--- config.mk ---
export PLATFORM = sky130hd
export DESIGN_NAME = cdt_timer
export DESIGN_NICKNAME = d
export VERILOG_FILES = /design/src/rtl/cdt_pkg.sv /design/src/rtl/cdt_regs.sv /design/src/rtl/cdt_prescaler.sv /design/src/rtl/cdt_counter.sv /design/src/rtl/cdt_timer.sv
export SDC_FILE = /design/constraint.sdc
export NUM_CORES = 1
export LEC_CHECK = 0
export BUFFER_PORTS_ARGS = -buffer_cell sky130_fd_sc_hd__buf_2
export CAP_MARGIN = 5
export CORE_MARGIN = 1.5
export CORE_UTILIZATION = 40
export CTS_CLUSTER_SIZE = 8
export DETAILED_ROUTE_END_ITERATION = 8
export GPL_TIMING_DRIVEN = 0
export HOLD_SLACK_MARGIN = 0.12
export PLACE_DENSITY = 0.68
export SYNTH_ARGS = -nofsm -noshare
export SYNTH_HDL_FRONTEND = slang
export SYNTH_SLANG_ARGS = --single-unit
--- constraint.sdc ---
create_clock -name clk -period 3.4 [get_ports clk]
set_input_delay 0.85 -clock clk [delete_from_list [all_inputs] [get_ports clk]]
set_output_delay 0.85 -clock clk [all_outputs]
set_load 0.01 [all_outputs]
--- src/rtl/cdt_pkg.sv ---
package cdt_pkg;
  localparam int DATA_W       = 32;
  localparam int VEC_W        = 8;
  localparam int MASK_BIT     = 16;
  localparam int PERIODIC_BIT = 17;
  localparam int SHIFT_W      = 3;
  localparam logic [3:0]        DIV_KEEP  = 4'hB;
  localparam logic [DATA_W-1:0] ENTRY_RST = 32'h0001_0000;

  typedef enum logic [1:0] {
    REG_ENTRY = 2'd0,
    REG_START = 2'd1,
    REG_LIVE  = 2'd2,
    REG_DIV   = 2'd3
  } cdt_reg_e;

  // code is {bit3, bit1, bit0} of the divide register; shift wraps mod 8
  function automatic logic [SHIFT_W-1:0] div_shift(input logic [SHIFT_W-1:0] code);
    return SHIFT_W'(code + SHIFT_W'(1));
  endfunction
endpackage

--- src/rtl/cdt_regs.sv ---
module cdt_regs
  import cdt_pkg::*;
#(
  parameter int CNT_W = 32
) (
  input  logic              clk,
  input  logic              rst_n,
  input  logic              wr_en,
  input  logic [1:0]        reg_addr,
  input  logic [DATA_W-1:0] wr_data,
  output logic [DATA_W-1:0] entry_q,
  output logic [CNT_W-1:0]  start_q,
  output logic [3:0]        div_q,
  output logic              load
);
  assign load = wr_en && (cdt_reg_e'(reg_addr) == REG_START);

  always_ff @(posedge clk) begin
    if (!rst_n) begin
      entry_q <= ENTRY_RST;
      start_q <= '0;
      div_q   <= '0;
    end else if (wr_en) begin
      case (cdt_reg_e'(reg_addr))
        REG_ENTRY: entry_q <= wr_data;
        REG_START: start_q <= wr_data[CNT_W-1:0];
        REG_DIV:   div_q   <= wr_data[3:0] & DIV_KEEP;
        default:   ; // live count is read-only
      endcase
    end
  end
endmodule

--- src/rtl/cdt_prescaler.sv ---
module cdt_prescaler #(
  parameter int SHIFT_W = 3
) (
  input  logic               clk,
  input  logic               rst_n,
  input  logic               restart,
  input  logic [SHIFT_W-1:0] shift,
  output logic               tick
);
  localparam int PRE_W = (1 << SHIFT_W) - 1;

  logic [PRE_W-1:0] pre_q;
  logic [PRE_W:0]   limit;

  assign limit = ((PRE_W+1)'(1) << shift) - (PRE_W+1)'(1);
  assign tick  = ({1'b0, pre_q} >= limit);

  always_ff @(posedge clk) begin
    if (!rst_n)              pre_q <= '0;
    else if (restart || tick) pre_q <= '0;
    else                     pre_q <= pre_q + PRE_W'(1);
  end
endmodule

--- src/rtl/cdt_counter.sv ---
module cdt_counter #(
  parameter int CNT_W = 32
) (
  input  logic             clk,
  input  logic             rst_n,
  input  logic             tick,
  input  logic             load,
  input  logic [CNT_W-1:0] load_val,
  input  logic [CNT_W-1:0] start_val,
  input  logic             periodic,
  output logic [CNT_W-1:0] count,
  output logic             expire
);
  logic [CNT_W-1:0] cnt_q;
  logic             armed_q;
  logic             at_zero;

  assign at_zero = (cnt_q == '0);
  assign count   = cnt_q;
  assign expire  = tick && at_zero && !load && (start_val != '0) && (periodic || armed_q);

  always_ff @(posedge clk) begin
    if (!rst_n) begin
      cnt_q   <= '0;
      armed_q <= 1'b0;
    end else if (load) begin
      cnt_q   <= load_val;
      armed_q <= (load_val != '0);
    end else if (tick) begin
      if (at_zero) begin
        armed_q <= 1'b0;
        if (periodic) cnt_q <= start_val;
      end else begin
        cnt_q <= cnt_q - CNT_W'(1);
      end
    end
  end
endmodule

--- src/rtl/cdt_timer.sv ---
module cdt_timer
  import cdt_pkg::*;
#(
  parameter int CNT_W = 32
) (
  input  logic              clk,
  input  logic              rst_n,
  input  logic              wr_en,
  input  logic [1:0]        reg_addr,
  input  logic [DATA_W-1:0] wr_data,
  output logic [DATA_W-1:0] rd_data,
  output logic              irq_valid,
  output logic [VEC_W-1:0]  irq_vector
);
  logic [DATA_W-1:0]  entry_word;
  logic [CNT_W-1:0]   start_cnt;
  logic [CNT_W-1:0]   cur_cnt;
  logic [3:0]         div_cfg;
  logic               load_we;
  logic               tick;
  logic               expire;
  logic               entry_mask;
  logic               entry_periodic;
  logic [SHIFT_W-1:0] shift;
  logic               irq_q;
  logic [VEC_W-1:0]   vec_q;

  cdt_regs #(.CNT_W(CNT_W)) u_regs (
    .clk(clk), .rst_n(rst_n), .wr_en(wr_en), .reg_addr(reg_addr),
    .wr_data(wr_data), .entry_q(entry_word), .start_q(start_cnt),
    .div_q(div_cfg), .load(load_we)
  );

  assign entry_mask     = entry_word[MASK_BIT];
  assign entry_periodic = entry_word[PERIODIC_BIT];
  assign shift          = div_shift({div_cfg[3], div_cfg[1:0]});

  cdt_prescaler #(.SHIFT_W(SHIFT_W)) u_pre (
    .clk(clk), .rst_n(rst_n), .restart(load_we), .shift(shift), .tick(tick)
  );

  cdt_counter #(.CNT_W(CNT_W)) u_cnt (
    .clk(clk), .rst_n(rst_n), .tick(tick), .load(load_we),
    .load_val(wr_data[CNT_W-1:0]), .start_val(start_cnt),
    .periodic(entry_periodic), .count(cur_cnt), .expire(expire)
  );

  always_ff @(posedge clk) begin
    if (!rst_n) begin
      irq_q <= 1'b0;
      vec_q <= '0;
    end else begin
      irq_q <= expire && !entry_mask;
      if (expire) vec_q <= entry_word[VEC_W-1:0];
    end
  end

  assign irq_valid  = irq_q;
  assign irq_vector = vec_q;

  always_comb begin
    case (cdt_reg_e'(reg_addr))
      REG_ENTRY: rd_data = entry_word;
      REG_START: rd_data = DATA_W'(start_cnt);
      REG_LIVE:  rd_data = DATA_W'(cur_cnt);
      default:   rd_data = DATA_W'(div_cfg);
    endcase
  end
endmodule

==> impl_metrics.ini, run 1 <==
[finish]
final_cell_area_mm2 = 0.00809
final_core_util_pct = 51.3
num-fill-cells = 1591
antennaDiodeCount = 0
final_cell_mix = 184 x nand2_1, 113 x dfxtp_1, 80 x a21oi_1
multiInputGateArea_mm2 = 0.00398
num-nets-final = 1001
areaGrowthSynthToFinish_pct = 25.9
final_common_cell = nand2_1
layout-drive-gt1-share_pct = 19.3
seq_area_mm2 = 0.00233

[sta]
fin_crit_ns = 3.37
final.setup.tns_ns = 0
skew_ns = 0.0119
hold_viol_final = 0
finalMaxSlewViolations = 0
worst_hold_slack_ns = 0.455
slew_headroom_pct = 22.5
fmax_mhz = 297
worstMarginPinSlew_ns = 1.16
setup-violations-final = 0
rsz0062_at_grt = yes
fin_crit_sh_pct = 99.0

[critical_path]
criticalPathCategory = reg -> reg
r2r_cells = 19
end_kind = flop
start_kind = flop
r2r_start = u_regs.div_q[1]
crit_arrival_ns = 3.67
r2r-end = u_cnt.count[8]
crit_fanout = 8
regToRegSetupSlack_ns = 0.03
crit_required_ns = 3.71

[place]
place_area_mm2 = 0.00712
portBuffers = 75
place.gp.congestion = 0.985
hpwl_um = 17400

[hold_path]
worstHoldEndpoint = u_regs.entry_q[28]
hold_depth = 2
holdCritPathClass = reg -> reg
holdCritStartpoint = u_regs.entry_q[28]

[clock_network]
cts_tree = done
numCtsBuffers = 17
cts_root_buf = clkbuf_16
cts.sinks = 116
clock_latency_ns = 0.44
cts_hold_buf = 0
h-tree-depth = 4
clk_path_buf_depth = 2
clk_pin_slew_ns = 0.06

[global_route]
grt_use_met3_pct = 9.35
grt_pass1_vias = 6439
grt-busiest-layer = met2
grtUsageTotal_pct = 30.1
met1_usage_pct = 39.0
antenna_found_initial = 0
grt_max_degree = 17
grt_pass1_wl_um = 37600
overflow = 0
grt_use_met2_pct = 45.9

[synthesis]
synth_seq_cells = 116
yosys.area_share.simple_pct = 25.5
seq_area_frac_synth_pct = 36.1
synth.avg_cell_area_um2 = 7.64
synth_xor_area_share_pct = 3.41
synth_fp_nets = 891
synth_top_family_by_area = simple AND/OR/NAND/NOR gates
ys_warn_count = 0
synthAdderAreaFrac_pct = 2.53
synthMuxAreaShare_pct = 7.59
netlist_area_mm2 = 0.00643
synth_edf_count = 0
synth_flop_cell = dfxtp_1
netlist_instances = 841
async_flop_share_pct = 0
synth-compound-area-share_pct = 20.0
ys_types = 60

[power_and_ir_drop]
clkPwrFrac_pct = 31.2
power-per-cell-area_mw_per_mm2 = 690
p_seq_share_pct = 30.6
ir_worst_vdd_v = 0.000394
power_w = 0.00558
p_comb_share_pct = 38.2
swShare_pct = 38.6
p_int_w = 0.00343
p_leak_nw = 3.08
switching_power_w = 0.00215

[die]
initial_core_util_pct = 40.7
fp.coreArea_mm2 = 0.0158
die_area_mm2 = 0.0168
die_w_um = 130
rows = 46
fp.dieH_um = 130
io_pins = 78

[route]
routed_wl_um = 25100
wire_per_inst_um = 21.3
vias = 7120
firstDrtPassIters = 5
ant_nets = 0
drt_iter0_drc = 856
via_per_inst = 6.04
route.detailed.drc = 0

[run_status]
status = finished, final reports clean

[flow_run]
maxCapViolCount = 0
worst max-delay path, cell delays in order, from the launching register on:
cell,delay (ns)
dfxtp_4,0.34
and2_4,0.16
ha_4,0.28
inv_4,0.04
or3_4,0.34
ha_4,0.19
nand2b_4,0.07
buf_4,0.11
mux2i_1,0.06
a21oi_1,0.17
ha_1,0.28
a21oi_2,0.14
o21ai_2,0.08
a21oi_4,0.23
o31ai_4,0.11
buf_12,0.19
buf_8,0.14
buf_12,0.13
o21ai_2,0.11
a41oi_2,0.05
area by class of cell:
| cell class | count | share of cell area, % |
|---|---|---|
| clock buffers | 22 | 5.99 |
| multi-input cells | 648 | 49.2 |
| repair buffers | 94 | 6.84 |
| flip-flops and latches | 116 | 28.8 |
| plain buffers | 63 | 4.33 |
| clock inverters | 9 | 0.975 |
| well taps | 216 | 3.34 |
| inverters | 11 | 0.541 |
synthesized netlist by cell type (all sizes together) (13+ instances only):
master	n	area [µm²]
nand3	42	210
nand4	13	81.3
nand2	187	702
a31oi	17	106
xor2	19	166
buf	14	75.1
o21ai	61	305
dfxtp	116	2320
ha	13	163
nor2	34	128
clkbuf	52	195
mux2i	42	420
nor4	28	203
a21oi	82	410
through the flow:
| step | cells | worst slack [ns] |
|---|---|---|
| CTS | 1170 | 0.00612 |
| global route | 1179 | -0.124 |
| global placement | 1132 | -0.713 |
| detailed placement | 1132 | -0.753 |
| finish | 1179 | 0.0342 |
| floorplan | 841 | 0.0243 |
what timing repair did:
item	CTS	global route
buffers inserted	9	9
cloned	1	0
endpoints found under the setup margin	78	69
gates resized for setup	39	24
pin swaps	13	11
cell families after synthesis:
kind of cell | count (synthesis)
flip-flops | 116
AND/OR/NAND/NOR | 350
XOR/XNOR | 25
multiplexers | 45
AO/OA/AOI/OAI | 215
buffers and inverters | 77
adder cells (fa/ha/maj) | 13
power groups by stage:
stage	registers [W]	clock network, W	logic, W
2_1_floorplan	0.00166	0	0.00132
3_3_place_gp	0.00172	0	0.00179
3_5_place_dp	0.00173	0	0.00181
4_1_cts	0.00170	0.00175	0.00194
5_1_grt	0.00173	0.00181	0.00228
6_report	0.00171	0.00174	0.00213
sequential cells by signal, summed over array words and instances (netlist names):
signal          flops
u_cnt.count        32
u_cnt.armed_q       1
irq_vector          8
u_pre.pre_q         7
u_regs.start_q     32
irq_valid           1
u_regs.entry_q     32
u_regs.div_q        3
worst max-delay path by stage:
stage	start	end	slack [ns]	depth (start not counted)
2_1_floorplan	u_regs.div_q[1]	u_cnt.count[22]	0.02	18
3_3_place_gp	u_regs.div_q[1]	u_cnt.count[4]	-0.71	17
3_5_place_dp	u_regs.div_q[1]	u_cnt.count[7]	-0.75	17
4_1_cts	u_regs.div_q[1]	u_cnt.count[8]	0.006	18
5_1_grt	u_regs.div_q[1]	u_cnt.count[8]	-0.12	19
6_report	u_regs.div_q[1]	u_cnt.count[8]	0.03	19
layer usage:
metal  up-vias  share of wire, %
li1       3256                 -
met1      3373                41
met2       402                43
met3        89                11
met4         0               4.6
met5         -                 0
(Power assumes the default switching activity.)
==> run 2, diff against run 1 <==
- REMOVE_ABC_BUFFERS: not set -> 1
==> impl_metrics.ini, run 2 (synthesis results as in run 1) <==
[run_status]
status = finished, final reports clean

[critical_path]
critPathBufInv = 1
crit_required_ns = 3.75
endpoint = irq_valid
setup.worst_path.start = u_regs.div_q[0]
r2r_cells = 16
cp_top_family = simple AND/OR/NAND/NOR gates
r2r_start = u_regs.div_q[0]
r2r-end = irq_valid
start_kind = flop
crit_arrival_ns = 3.71
slowest_stage = or4_4
regToRegSetupSlack_ns = 0.04
crit_fanout = 5
cpPeakStageDelay_ns = 0.54
criticalPathCategory = reg -> reg
end_kind = flop
cp.depth = 16
crit_chain = and2_4 -> ha_4 -> inv_4 -> or3_4 -> ha_4 -> nand2b_4 -> nand2_2 -> mux2i_1 -> a21oi_1 -> ha_1 -> nand2_2 -> o21ai_4 -> a21oi_4 -> or2_4 -> or4_4 -> nor3_2

[sta]
worstMarginPinSlew_ns = 1.02
setup-violations-final = 0
hold_viol_final = 0
fin_crit_sh_pct = 98.9
fin_crit_ns = 3.36
finalMaxSlewViolations = 0
skew_ns = 0.0101
fmax_mhz = 297
rsz0062_at_grt = yes
slew_headroom_pct = 31.9

[die]
io_pins = 78
fp.coreArea_mm2 = 0.0158
die_area_mm2 = 0.0168
fp.dieH_um = 130
initial_core_util_pct = 40.7
rows = 46
die_w_um = 130

[clock_network]
cts_tree = done
cts_root_buf = clkbuf_16
cts_hold_buf = 0
clk_path_buf_depth = 2
cts.sinks = 116
clock_latency_ns = 0.42
numCtsBuffers = 17
clk_pin_slew_ns = 0.05
h-tree-depth = 4

[global_route]
grtUsageTotal_pct = 24.3
grt_pass1_vias = 6075
antenna_found_initial = 0
grt_pass1_wl_um = 32000
overflow = 0
grt_max_degree = 78

[place]
place.gp.congestion = 0.864
portBuffers = 77
place_area_mm2 = 0.00699
hpwl_um = 12800

[finish]
layout-drive-gt1-share_pct = 18.9
num-nets-final = 948
final_common_cell = nand2_1
antennaDiodeCount = 0
areaGrowthSynthToFinish_pct = 23.3
final_cell_area_mm2 = 0.00792
final_core_util_pct = 50.2
num-fill-cells = 1563
final_cell_mix = 185 x nand2_1, 113 x dfxtp_1, 80 x a21oi_1

[power_and_ir_drop]
power-per-cell-area_mw_per_mm2 = 675
ir_worst_vdd_v = 0.000392
p_leak_nw = 3.02

[route]
via_per_inst = 5.84
firstDrtPassIters = 5
ant_nets = 0
drt_iter0_drc = 566
route.detailed.drc = 0
vias = 6581
wire_per_inst_um = 17.9
routed_wl_um = 20200

[hold_path]
holdCritPathClass = reg -> reg

[flow_run]
maxCapViolCount = 0
==> run 2: power by group <==
| part | internal (W) | switching, W |
|---|---|---|
| sequential | 0.00151 | 0.000234 |
| clock | 0.00103 | 0.000632 |
| combinational | 0.000812 | 0.00113 |
| total | 0.00335 | 0.00200 |
==> run 2: per-stage QoR <==
stage / TNS (ns) / hold slack [ns] / setup WS, ns / instances / power [W]
6_report: 0 / 0.452 / 0.0368 / 1127 / 0.00535
5_1_grt: -0.528 / 0.467 / -0.0651 / 1127 / 0.00564
4_1_cts: -0.000418 / 0.453 / -0.000418 / 1121 / 0.00522
3_5_place_dp: -33.70 / 0.446 / -0.745 / 1075 / 0.00341
3_3_place_gp: -311.64 / 0.442 / -5.11 / 1068 / 0.00334
2_1_floorplan: -85.08 / 0.419 / -2.88 / 775 / 0.00288
==> run 2: what timing repair did <==
action / 4_1_cts / 5_1_grt
resized for setup: 27 / 13
endpoints found under the setup margin: 81 / 56
buffers inserted: 12 / 5
hold endpoints to repair: 0 / 0
pin swaps: 12 / 17
gates cloned: 2 / 1
==> run 2: cell type report <==
| cell class | count | area [µm²] | area share, % |
|---|---|---|---|
| clock inverters | 10 | 82.6 | 1.04 |
| flip-flops and latches | 116 | 2330 | 29.4 |
| repair buffers | 103 | 762 | 9.62 |
| inverters | 11 | 45.0 | 0.569 |
| well taps | 216 | 270 | 3.41 |
| multi-input cells | 649 | 3970 | 50.1 |
| clock buffers | 22 | 464 | 5.86 |
==> run 2: layer usage <==
metal | track usage [%] | part of all wire (%) | routed length (µm)
met4 | 11.0 | 2.9 | 586
met5 | 0 | 0 | 0
met1 | 32.4 | 44 | 8930
met3 | 4.84 | 7.3 | 1480
met2 | 38.0 | 46 | 9190
==> run 2: worst min path at each step <==
stage	from	end	slack [ns]	cells past startpoint
2_1_floorplan	u_regs.entry_q[16]	irq_valid	0.42	1
3_3_place_gp	u_regs.entry_q[27]	u_regs.entry_q[27]	0.44	2
3_5_place_dp	u_regs.entry_q[19]	u_regs.entry_q[19]	0.45	2
4_1_cts	u_regs.entry_q[19]	u_regs.entry_q[19]	0.45	2
5_1_grt	u_regs.entry_q[9]	u_regs.entry_q[9]	0.47	2
6_report	u_regs.entry_q[11]	u_regs.entry_q[11]	0.45	2
==> run 2: worst register-to-register path, stage by stage, from the launching register on <==
cell and delay (ns):
dfxtp_4 0.34, and2_4 0.16, ha_4 0.28, inv_4 0.04, or3_4 0.34, ha_4 0.19
nand2b_4 0.07, nand2_2 0.04, mux2i_1 0.12, a21oi_1 0.09, ha_1 0.33, nand2_2 0.11
o21ai_4 0.18, a21oi_4 0.07, or2_4 0.27, or4_4 0.54, nor3_2 0.11
